$ cat src/rtl/phy_regport_pkg.sv
package phy_regport_pkg;

    localparam int CW_W      = 32;
    localparam int PADDR_W   = 6;
    localparam int PDATA_W   = 8;

    localparam int ACK_BIT   = 26;
    localparam int RSTB_BIT  = 25;
    localparam int WSTB_BIT  = 24;
    localparam int RBYTE_LSB = 16;
    localparam int WBYTE_LSB = 8;
    localparam int ADDR_LSB  = 0;

    localparam int IN_DLY_LO  = 0;
    localparam int IN_DLY_HI  = 8;
    localparam int DLL_DLY_LO = 11;
    localparam int DLL_DLY_HI = 13;

    typedef enum logic [1:0] {
        S_IDLE  = 2'd0,
        S_ISSUE = 2'd1,
        S_WAIT  = 2'd2,
        S_ACKED = 2'd3
    } hs_state_e;

    function automatic logic addr_present(input int a);
        return ((a >= IN_DLY_LO) && (a <= IN_DLY_HI)) ||
               ((a >= DLL_DLY_LO) && (a <= DLL_DLY_HI));
    endfunction

endpackage

$ cat src/rtl/phy_regport_word.sv
module phy_regport_word
    import phy_regport_pkg::*;
(
    input  logic               clk,
    input  logic               rst_n,
    input  logic               ctl_we,
    input  logic [CW_W-1:0]    ctl_wdata,
    output logic [PADDR_W-1:0] addr_q,
    output logic [PDATA_W-1:0] wbyte_q,
    output logic               wstb_q,
    output logic               rstb_q,
    output logic               wstb_rise,
    output logic               rstb_rise
);

    logic wstb_prev;
    logic rstb_prev;
    logic unused_bits;

    assign unused_bits = ^{ctl_wdata[CW_W-1:WSTB_BIT+2],
                           ctl_wdata[RBYTE_LSB+PDATA_W-1:RBYTE_LSB],
                           ctl_wdata[WBYTE_LSB-1:ADDR_LSB+PADDR_W]};

    always_ff @(posedge clk) begin
        if (!rst_n) begin
            addr_q  <= '0;
            wbyte_q <= '0;
            wstb_q  <= 1'b0;
            rstb_q  <= 1'b0;
        end else if (ctl_we) begin
            addr_q  <= ctl_wdata[ADDR_LSB +: PADDR_W];
            wbyte_q <= ctl_wdata[WBYTE_LSB +: PDATA_W];
            wstb_q  <= ctl_wdata[WSTB_BIT];
            rstb_q  <= ctl_wdata[RSTB_BIT];
        end
    end

    always_ff @(posedge clk) begin
        if (!rst_n) begin
            wstb_prev <= 1'b0;
            rstb_prev <= 1'b0;
        end else begin
            wstb_prev <= wstb_q;
            rstb_prev <= rstb_q;
        end
    end

    assign wstb_rise = wstb_q & ~wstb_prev;
    assign rstb_rise = rstb_q & ~rstb_prev;

endmodule

$ cat src/rtl/phy_regport_fsm.sv
module phy_regport_fsm
    import phy_regport_pkg::*;
(
    input  logic               clk,
    input  logic               rst_n,
    input  logic               wstb_q,
    input  logic               rstb_q,
    input  logic               wstb_rise,
    input  logic               rstb_rise,
    input  logic [PADDR_W-1:0] addr_q,
    input  logic [PDATA_W-1:0] wbyte_q,
    input  logic               phy_done,
    input  logic [PDATA_W-1:0] phy_rbyte,
    output logic               phy_req,
    output logic               phy_we,
    output logic [PADDR_W-1:0] phy_addr,
    output logic [PDATA_W-1:0] phy_wbyte,
    output logic               ack,
    output logic [PDATA_W-1:0] rbyte_q
);

    hs_state_e state_q, state_d;
    logic      op_write_q;
    logic      start;
    logic      active_lvl;

    assign start      = wstb_rise | rstb_rise;
    assign active_lvl = op_write_q ? wstb_q : rstb_q;

    always_ff @(posedge clk) begin
        if (!rst_n) state_q <= S_IDLE;
        else        state_q <= state_d;
    end

    always_comb begin
        state_d = state_q;
        unique case (state_q)
            S_IDLE:  if (start)       state_d = S_ISSUE;
            S_ISSUE:                  state_d = S_WAIT;
            S_WAIT:  if (phy_done)    state_d = S_ACKED;
            S_ACKED: if (!active_lvl) state_d = S_IDLE;
            default:                  state_d = S_IDLE;
        endcase
    end

    always_ff @(posedge clk) begin
        if (!rst_n) begin
            op_write_q <= 1'b0;
            phy_addr   <= '0;
            phy_wbyte  <= '0;
            rbyte_q    <= '0;
        end else begin
            if (state_q == S_IDLE && start) begin
                op_write_q <= wstb_rise;
                phy_addr   <= addr_q;
                phy_wbyte  <= wbyte_q;
            end
            if (state_q == S_WAIT && phy_done && !op_write_q)
                rbyte_q <= phy_rbyte;
        end
    end

    always_comb begin
        phy_req = (state_q == S_ISSUE);
        phy_we  = op_write_q;
        ack     = (state_q == S_ACKED);
    end

endmodule

$ cat src/rtl/phy_delay_bank.sv
module phy_delay_bank
    import phy_regport_pkg::*;
#(
    parameter int PHY_LAT = 3
) (
    input  logic               clk,
    input  logic               rst_n,
    input  logic               req,
    input  logic               we,
    input  logic [PADDR_W-1:0] addr,
    input  logic [PDATA_W-1:0] wbyte,
    output logic               done,
    output logic [PDATA_W-1:0] rbyte
);

    localparam int NREG  = 1 << PADDR_W;
    localparam int CNT_W = $clog2(PHY_LAT + 1);

    logic               pend_q;
    logic [CNT_W-1:0]   cnt_q;
    logic               we_q;
    logic [PADDR_W-1:0] addr_hold;
    logic [PDATA_W-1:0] wbyte_hold;
    logic               fire;
    logic [PDATA_W-1:0] view [NREG];

    assign fire = pend_q && (cnt_q == CNT_W'(PHY_LAT - 1));

    always_ff @(posedge clk) begin
        if (!rst_n) begin
            pend_q     <= 1'b0;
            cnt_q      <= '0;
            we_q       <= 1'b0;
            addr_hold  <= '0;
            wbyte_hold <= '0;
            done       <= 1'b0;
            rbyte      <= '0;
        end else begin
            done <= 1'b0;
            if (req) begin
                pend_q     <= 1'b1;
                cnt_q      <= '0;
                we_q       <= we;
                addr_hold  <= addr;
                wbyte_hold <= wbyte;
            end else if (fire) begin
                pend_q <= 1'b0;
                done   <= 1'b1;
                rbyte  <= view[addr_hold];
            end else if (pend_q) begin
                cnt_q <= cnt_q + 1'b1;
            end
        end
    end

    for (genvar i = 0; i < NREG; i++) begin : g_slot
        if (addr_present(i)) begin : g_real
            logic [PDATA_W-1:0] val_q;
            always_ff @(posedge clk) begin
                if (!rst_n)
                    val_q <= '0;
                else if (fire && we_q && addr_hold == PADDR_W'(i))
                    val_q <= wbyte_hold;
            end
            assign view[i] = val_q;
        end else begin : g_hole
            assign view[i] = '0;
        end
    end

endmodule

$ cat src/rtl/phy_regport_bridge.sv
module phy_regport_bridge
    import phy_regport_pkg::*;
#(
    parameter int PHY_LAT = 3
) (
    input  logic            clk,
    input  logic            rst_n,
    input  logic            ctl_we,
    input  logic [31:0]     ctl_wdata,
    output logic [31:0]     ctl_rdata
);

    logic [PADDR_W-1:0] addr_q;
    logic [PDATA_W-1:0] wbyte_q;
    logic               wstb_q, rstb_q;
    logic               wstb_rise, rstb_rise;
    logic               phy_req, phy_we, phy_done, ack;
    logic [PADDR_W-1:0] phy_addr;
    logic [PDATA_W-1:0] phy_wbyte, phy_rbyte, rbyte_q;

    phy_regport_word u_word (
        .clk       (clk),
        .rst_n     (rst_n),
        .ctl_we    (ctl_we),
        .ctl_wdata (ctl_wdata),
        .addr_q    (addr_q),
        .wbyte_q   (wbyte_q),
        .wstb_q    (wstb_q),
        .rstb_q    (rstb_q),
        .wstb_rise (wstb_rise),
        .rstb_rise (rstb_rise)
    );

    phy_regport_fsm u_fsm (
        .clk       (clk),
        .rst_n     (rst_n),
        .wstb_q    (wstb_q),
        .rstb_q    (rstb_q),
        .wstb_rise (wstb_rise),
        .rstb_rise (rstb_rise),
        .addr_q    (addr_q),
        .wbyte_q   (wbyte_q),
        .phy_done  (phy_done),
        .phy_rbyte (phy_rbyte),
        .phy_req   (phy_req),
        .phy_we    (phy_we),
        .phy_addr  (phy_addr),
        .phy_wbyte (phy_wbyte),
        .ack       (ack),
        .rbyte_q   (rbyte_q)
    );

    phy_delay_bank #(.PHY_LAT(PHY_LAT)) u_bank (
        .clk   (clk),
        .rst_n (rst_n),
        .req   (phy_req),
        .we    (phy_we),
        .addr  (phy_addr),
        .wbyte (phy_wbyte),
        .done  (phy_done),
        .rbyte (phy_rbyte)
    );

    always_comb begin
        ctl_rdata                            = '0;
        ctl_rdata[ACK_BIT]                   = ack;
        ctl_rdata[RSTB_BIT]                  = rstb_q;
        ctl_rdata[WSTB_BIT]                  = wstb_q;
        ctl_rdata[RBYTE_LSB +: PDATA_W]      = rbyte_q;
        ctl_rdata[WBYTE_LSB +: PDATA_W]      = wbyte_q;
        ctl_rdata[ADDR_LSB +: PADDR_W]       = addr_q;
    end

endmodule

$ cat config.mk
export PLATFORM = sky130hd
export DESIGN_NAME = phy_regport_bridge
export DESIGN_NICKNAME = d
export VERILOG_FILES = /design/src/rtl/phy_regport_pkg.sv /design/src/rtl/phy_regport_word.sv /design/src/rtl/phy_regport_fsm.sv /design/src/rtl/phy_delay_bank.sv /design/src/rtl/phy_regport_bridge.sv
export SDC_FILE = /design/constraint.sdc
export NUM_CORES = 1
export LEC_CHECK = 0
export ABC_AREA = 1
export BUFFER_PORTS_ARGS = -buffer_cell sky130_fd_sc_hd__buf_2
export CORE_MARGIN = 2
export CORE_UTILIZATION = 60
export CTS_CLUSTER_DIAMETER = 120
export DETAILED_ROUTE_END_ITERATION = 16
export PLACE_DENSITY = 0.83
export SLEW_MARGIN = 20
export SYNTH_ARGS = -nofsm -noshare
export SYNTH_HDL_FRONTEND = slang
export SYNTH_SLANG_ARGS = --single-unit
$ cat constraint.sdc
create_clock -name clk -period 3.5 [get_ports clk]
set_input_delay 0.7 -clock clk [delete_from_list [all_inputs] [get_ports clk]]
set_output_delay 0.7 -clock clk [all_outputs]
set_load 0.01 [all_outputs]
==> results of run 1 <==
-- kinds of logic after synthesis --
kind of cell	count (synthesis)	synth area share, %
AOI/OAI and AO/OA	210	14.9
adders and majority gates	6	1.06
other	1	0.0529
buffers and inverters	147	8.56
DFF	166	46.9
and+or+nand+nor	515	28.6
-- sequential cells by signal (all words and copies together) (netlist names), 2 cells and up --
name / count
u_word.addr_q: 6
u_bank.rbyte: 8
u_fsm.rbyte_q: 8
u_bank.wbyte_hold: 8
u_word.wbyte_q: 8
u_fsm.state_q: 2
u_fsm.phy_wbyte: 8
u_fsm.phy_addr: 6
u_bank.addr_hold: 6
u_bank.g_slot.g_real.val_q: 96
u_bank.cnt_q: 2
-- critical path: stages, from the launching register on --
cell and delay, ps:
dfxtp_1 710, buf_4 310, nand2_1 130, inv_1 150
nand3_1 400, o21ai_0 330, a21oi_1 60
-- area by class of cell --
cell class	instances	area share, %
Clock buffer	22	5.74
Timing Repair Buffer	51	3.67
Multi-Input combinational cell	738	40.2
Tap cell	143	2.26
Sequential cell	166	42.0
Inverter	84	3.98
Clock inverter	10	2.12
-- power breakdown --
group,internal [mW],switching [mW],total [mW]
Sequential,2.04,0.301,2.34
Combinational,0.241,0.618,0.859
Clock,1.22,0.755,1.98
Total,3.50,1.67,5.18
-- stage by stage --
stage / cells / hold WS (ps)
final: 1214 / 443
after global routing: 1214 / 455
after CTS: 1214 / 443
after detailed placement: 1182 / 434
after global placement: 1182 / 426
after floorplan: 1051 / 421
-- routing by layer --
| metal | up-vias | part of all wire [%] | wire, um | track usage [%] |
|---|---|---|---|---|
| met2 | 176 | 46 | 7650 | 41.2 |
| met1 | 2855 | 46 | 7640 | 36.7 |
| met5 | - | 0 | 0 | 0 |
| met3 | 36 | 5.3 | 882 | 5.25 |
| li1 | 3291 | - | - | - |
| met4 | 0 | 2.2 | 363 | 10.3 |
-- worst paths after layout --
kind	from	endpoint	slack [ps]
worst max register to register	u_bank.addr_hold[0]	u_bank.g_slot[7].g_real.val_q[1]	1260
worst max-delay path	u_bank.addr_hold[0]	u_bank.g_slot[7].g_real.val_q[1]	1260
worst min-delay path	u_bank.g_slot[13].g_real.val_q[4]	u_bank.g_slot[13].g_real.val_q[4]	440
worst min register to register	u_bank.g_slot[13].g_real.val_q[4]	u_bank.g_slot[13].g_real.val_q[4]	440
-- placed cells by master, fill, tap and decap left out, drive strengths merged --
cell type,n
a211oi,1
a21oi,58
buf,51
bufinv,4
clkbuf,22
clkinv,6
clkinvlp,1
conb,7
dfxtp,166
ha,6
inv,83
nand2,254
nand3,35
nor2,224
nor3,1
o211ai,1
o21ai,149
o22ai,1
or2,1
==> summary.md, run 1 <==
| Metric | Value |
|---|---|
| Status | completed |
| Crit path max fanout | 16 |
| Fillers | about 1000 |
| Critical path class | reg -> reg |
| TritonCTS buffer count | 17 |
| Post-CTS setup buffer count | 0 |
| RSZ-0062 raised after global routing | no |
| Worst setup SP type | flip-flop |
| Worst vdd ir | roughly 0.5 mV |
| # diodes | 0 |
| Via count | 6358 |
| Cell taking the most area after synthesis | dfxtp_1 |
| Root Buffer | clkbuf_16 |
| Clock buffer depth | 2 |
| CTS tree | yes |
| Reg2reg path depth | 6 |
| # port buffers | 43 |
| Post-layout power | around 5.2 mW |
| First-pass GRT wire length | 27100 um |
| EDFF count, synth | 0 |
| Final Hold Viols | 0 |
| Resize count post-CTS | 0 |
| Avg Inst Size Synth | between 6 and 7 sq um |
| Initial antenna violation count | 0 |
| Pin count of the biggest net entering global routing | 83 |
| Asr flop ratio synth | 0% |
| Clk_lat worst skew | approximately 430 ps |
| Ys flop type | dfxtp_1 |
| Die width | roughly 110 um |
| Post-DP Area | around 7300 sq um |
| Routed vias/inst | around 5.2 |
| Maximum clock rate | 446 MHz |
| GRT Resource Usage Total | about a quarter |
| Worst Path Arrival | ~2500 ps |
| Synth top area share | 46.9% |
| WL per Instance | between 10 and 15 um |
| Yosys warnings | 0 |
| Area grow syn2layout | 11.6% |
| Seq/Total Area, Yosys | 46.9% |
| Crit end category | flip-flop |
| Worst Skew | approximately 8.5 ps |
| Final instance area | approximately 7900 sq um |
| Final ANT Viol Nets | 0 |
| Sequential cell area | approximately 3300 sq um |
| Pre-antenna DRT Iters | 5 |
| Number of placed I/O pins | between 60 and 70 |
| Drt drc | 0 |
| Slew HR | a little over half |
| Least-Margin Pin Slew | around 680 ps |
| Share of cells above drive strength 1 | under 10% |
| HPWL Detailed | roughly 10000 um |
| Synthesis-stage register bit count | about 170 |
| Max cap viols | 0 |
| Initial Utilization | between 60 and 70% |
| Cells after Synth | roughly 1000 |
| Initial drt markers | a little over 600 |
| Min cycle time layout | roughly 2200 ps |
| Synth Cell Area | approximately 7100 sq um |
| CORE AREA | 11500 sq um |
| Die ar. | roughly 13000 sq um |
| Number of global-route vias before repair | 5562 |
| Setup-failing EPs final | 0 |
| Footprint of the multi-input gates | approximately 3200 sq um |
| Yosys cell types | 22 |
| Synth top area cells | dfxtp_1 47%, nand2_1 13%, nor2_1 12% |
| Crit share post-route | 64.1% |
| List of most frequent post-synthesis cells | 254 x nand2_1, 220 x nor2_1, 166 x dfxtp_1 |
| Final core occ | 69.0% |
| Die Ht | about 110 um |
| Clk slew on worst S/H paths | around 60 ps |
| Leak | around 3.6 nW |
| Most common cell in the synthesized netlist | nand2_1 |
| Nets@finish | 1099 |
| Req. time, crit path | between 3000 and 4000 ps |
| Cell Pwr Density | about 650 nW/um^2 |
| Row count | 39 |
| GP Congestion | around 0.92 |
| Worst Hold Class | reg -> reg |
| Hold buffer count at CTS | 0 |
| Setup_tns | 0 ps |
| DRT Wirelength | about 17000 um |
| Final Max Tran Viols | 0 |
| Grt ovf | 0 |
| H-tree levels | 4 |
| Clock sink count | 166 |
| Hold Path Depth | 2 |
| Fin worst setup slack | around 1300 ps |
| Dpl ws | approximately 1300 ps |
No activity file was read; power rests on OpenSTA's default activity.
==> run 2: changes to the inputs <==
Settings changed: ABC_AREA 1 to 0, CORE_UTILIZATION 60 to 53, PLACE_DENSITY 0.83 to 0.77.
Clock period 3.5 ns to 2 ns, I/O delays scaled along.
==> summary.md, run 2 <==
| Metric | Value |
|---|---|
| Synth Area in XOR/XNOR | 0.127% (was 0%) |
| Avg Inst Size Synth | 10.2 sq um (was 6.79 sq um) |
| Cells after Synth | 680 (was 1045) |
| List of most frequent post-synthesis cells | 166 x dfxtp_1, 92 x nor2_1, 87 x mux2i_1 (was 254 x nand2_1, 220 x nor2_1, 166 x dfxtp_1) |
| Maximum clock rate | 539 MHz (was 446 MHz) |
| Row count | 41 (was 39) |
| Max reg flops | 96 (unchanged) |
| TritonCTS buffer count | 17 (unchanged) |
| Adder-cell share of the synthesized area | 1.08% (was 1.06%) |
| GP Congestion | 0.889 (was 0.915) |
| Area grow syn2layout | 12.2% (was 11.6%) |
| Via count | 5149 (was 6358) |
| WL per Instance | 17.1 um (was 13.6 um) |
| Nets@finish | 748 (was 1099) |
| Combinational share of power | 10.1% (was 16.6%) |
| First-pass GRT wire length | 24800 um (was 27100 um) |
| Clock buffer depth | 2 (unchanged) |
| Root Buffer | clkbuf_16 (unchanged) |
| Synthesis-stage register bit count | 166 (unchanged) |
| Yosys cell types | 48 (was 22) |
| Cell taking the most area after synthesis | dfxtp_1 (unchanged) |
| Die width | 118 um (was 113 um) |
| Hold Path Depth | 3 (was 2) |
| Largest family of logic cells by synthesized area | multiplexers (was simple AND/OR/NAND/NOR gates) |
| Yosys warnings | 0 (unchanged) |
| CORE AREA | 12700 sq um (was 11500 sq um) |
| Crit end category | flip-flop (unchanged) |
| Share of cells above drive strength 1 | 18.9% (was 8.40%) |
| Slew HR | 34.0% (was 54.6%) |
| Least-Margin Pin Slew | 989 ps (was 680 ps) |
| NetSw | 1.77 mW (was 1.67 mW) |
| Pin count of the biggest net entering global routing | 74 (was 83) |
| Final Hold Viols | 0 (unchanged) |
| Reg2reg path depth | 5 (was 6) |
| Commonest non-fill, non-tap cell in the layout | dfxtp_1 (was nand2_1) |
| Worst vdd ir | 0.621 mV (was 0.500 mV) |
| Synth top area cells | dfxtp_1 48%, mux2i_1 13%, nor2_1 5.0% (was dfxtp_1 47%, nand2_1 13%, nor2_1 12%) |
| Initial antenna violation count | 0 (unchanged) |
| Sw Share | 23.5% (was 32.3%) |
| Mux contribution to synthesized area | 16.9% (was 0%) |
| Finished Layout Cells | 892 (was 1214) |
| DRT Wirelength | 15300 um (was 16500 um) |
| Pint | 5.75 mW (was 3.50 mW) |
| Post-DP Area | 7160 sq um (was 7290 sq um) |
| Critical path class | reg -> reg (unchanged) |
| Most common cell in the synthesized netlist | dfxtp_1 (was nand2_1) |
| RSZ-0062 raised after global routing | no (unchanged) |
| Placed insts | 860 (was 1182) |
| CTS tree | yes (unchanged) |
| Leading cell types in the layout, fill and taps excluded | 166 x dfxtp_1, 92 x nor2_1, 87 x mux2i_1, 64 x nand3_1, 63 x o21ai_0 (was 254 x nand2_1, 220 x nor2_1, 166 x dfxtp_1, 149 x o21ai_0, 76 x inv_1) |
| Worst Path Arrival | 2180 ps (was 2540 ps) |
| Final ANT Viol Nets | 0 (unchanged) |
| Clk slew on worst S/H paths | 60 ps (about the same) |
| Number of placed I/O pins | 67 (unchanged) |
| Pre-antenna DRT Iters | 5 (unchanged) |
| Fillers | 1014 (was 988) |
| Largest reg by FF count | u_bank.g_slot.g_real.val_q (unchanged) |
| GRT Resource Usage Total | 22.6% (was 26.5%) |
| # diodes | 0 (unchanged) |
| Synth Area in Compound Gates | 12.4% (was 14.9%) |
| Max cap viols | 0 (unchanged) |
| Status | completed (unchanged) |
| Initial drt markers | 436 (was 605) |
| Cell Pwr Density | 968 nW/um^2 (was 654 nW/um^2) |
| Die Ht | 118 um (was 113 um) |
| # port buffers | 43 (unchanged) |
| Synth Cell Area | 6920 sq um (was 7090 sq um) |
| Synth top area share | 48.0% (was 46.9%) |
| EDFF count, synth | 0 (unchanged) |
| HPWL Detailed | 10200 um (about the same) |
| Worst Hold Class | in -> reg (was reg -> reg) |
| Post-Synth Simple-Gate Area | 15.5% (was 28.6%) |
| Number of global-route vias before repair | 4982 (was 5562) |
| Asr flop ratio synth | 0% (unchanged) |
| Worst Skew | 10.0 ps (was 8.48 ps) |
| Final Max Tran Viols | 0 (unchanged) |
| Leak | 3.23 nW (was 3.55 nW) |
| Die ar. | 14000 sq um (was 12700 sq um) |
| Clock power share | 43.8% (was 38.1%) |
| Ys flop type | dfxtp_1 (unchanged) |
| Routed vias/inst | 5.77 (was 5.24) |
| Post-CTS setup buffer count | 0 (unchanged) |
| Drt drc | 0 (unchanged) |
| Min cycle time layout | 1850 ps (was 2240 ps) |
| Grt ovf | 0 (unchanged) |
| H-tree levels | 4 (unchanged) |
| Seq/Total Area, Yosys | 48.0% (was 46.9%) |
| Crit share post-route | 92.7% (was 64.1%) |
| Clk_lat worst skew | 430 ps (about the same) |
| Setup-failing EPs final | 0 (unchanged) |
| Crit path max fanout | 16 (unchanged) |
| Final instance area | 7760 sq um (was 7910 sq um) |
| Sequential share of power | 46.2% (was 45.3%) |
| Worst setup SP type | flip-flop (unchanged) |
| Setup_tns | 0 ps (unchanged) |
| Clock sink count | 166 (unchanged) |
| Initial Utilization | 54.6% (was 61.8%) |
| Req. time, crit path | 2320 ps (was 3800 ps) |
[run 2: kinds of logic (layout without fill, tap and decap cells)]
group,after synthesis,after routing
AND/OR/NAND/NOR,200,200
flip-flops,166,166
AO/OA/AOI/OAI,135,135
multiplexers,103,103
buffers and inverters,68,102
adder cells (fa/ha/maj),6,6
other,1,7
XOR/XNOR,1,1
[run 2: worst paths after layout]
kind / startpoint / endpoint / slack (ps)
max: u_bank.cnt_q[0] / u_bank.g_slot[3].g_real.val_q[0] / 150
min reg2reg: u_bank.g_slot[1].g_real.val_q[4] / u_bank.g_slot[1].g_real.val_q[4] / 460
max reg2reg: u_bank.cnt_q[0] / u_bank.g_slot[3].g_real.val_q[0] / 150
min: ctl_wdata[5] / u_word.addr_q[5] / 210
[run 2: per-stage QoR]
step,setup WS (ps),util (%),power [mW],hold WS (ps)
after CTS,59.6,61.2,7.57,198
after global routing,22.7,61.3,7.81,222
after floorplan,317,-,4.16,435
final,145,61.3,7.52,211
after global placement,123,56.5,4.25,443
after detailed placement,84.9,56.5,4.30,454
[run 2: power by group through the flow]
stage                     logic, mW  clock network, mW  registers, mW
final                         0.757               3.29           3.47
after global routing          0.835               3.49           3.48
after global placement        0.720                  0           3.53
after floorplan               0.627                  0           3.53
after detailed placement      0.754                  0           3.54
after CTS                     0.761               3.33           3.47
[run 2: final cells by class]
| type | count | area [sq um] | share of cell area [%] |
|---|---|---|---|
| Sequential cell | 166 | 3320 | 42.8 |
| Multi-Input combinational cell | 452 | 3230 | 41.6 |
| Clock buffer | 25 | 475 | 6.13 |
| Timing Repair Buffer | 63 | 378 | 4.87 |
| Tap cell | 172 | 215 | 2.77 |
| Clock inverter | 7 | 119 | 1.53 |
| Inverter | 7 | 26.3 | 0.338 |
[run 2: metal layers]
layer / track usage (%) / share of wire (%) / up-vias
met5: 0 / 0 / -
met4: 9.86 / 2.4 / 0
met3: 5.69 / 5.4 / 30
met2: 37.0 / 49 / 157
met1: 28.2 / 44 / 2482
li1: - / - / 2480
[run 2: repair_timing]
| action | CTS | global route |
|---|---|---|
| hold buffers | 0 | 0 |
| resized for setup | 0 | 1 |
| endpoints found under the setup margin | 0 | 7 |
[run 2: critical path, stage by stage, from the launching register on]
cell,delay [ps]
dfxtp_1,320
inv_1,60
ha_1,240
and4bb_4,480
nand4_4,310
a31o_2,330
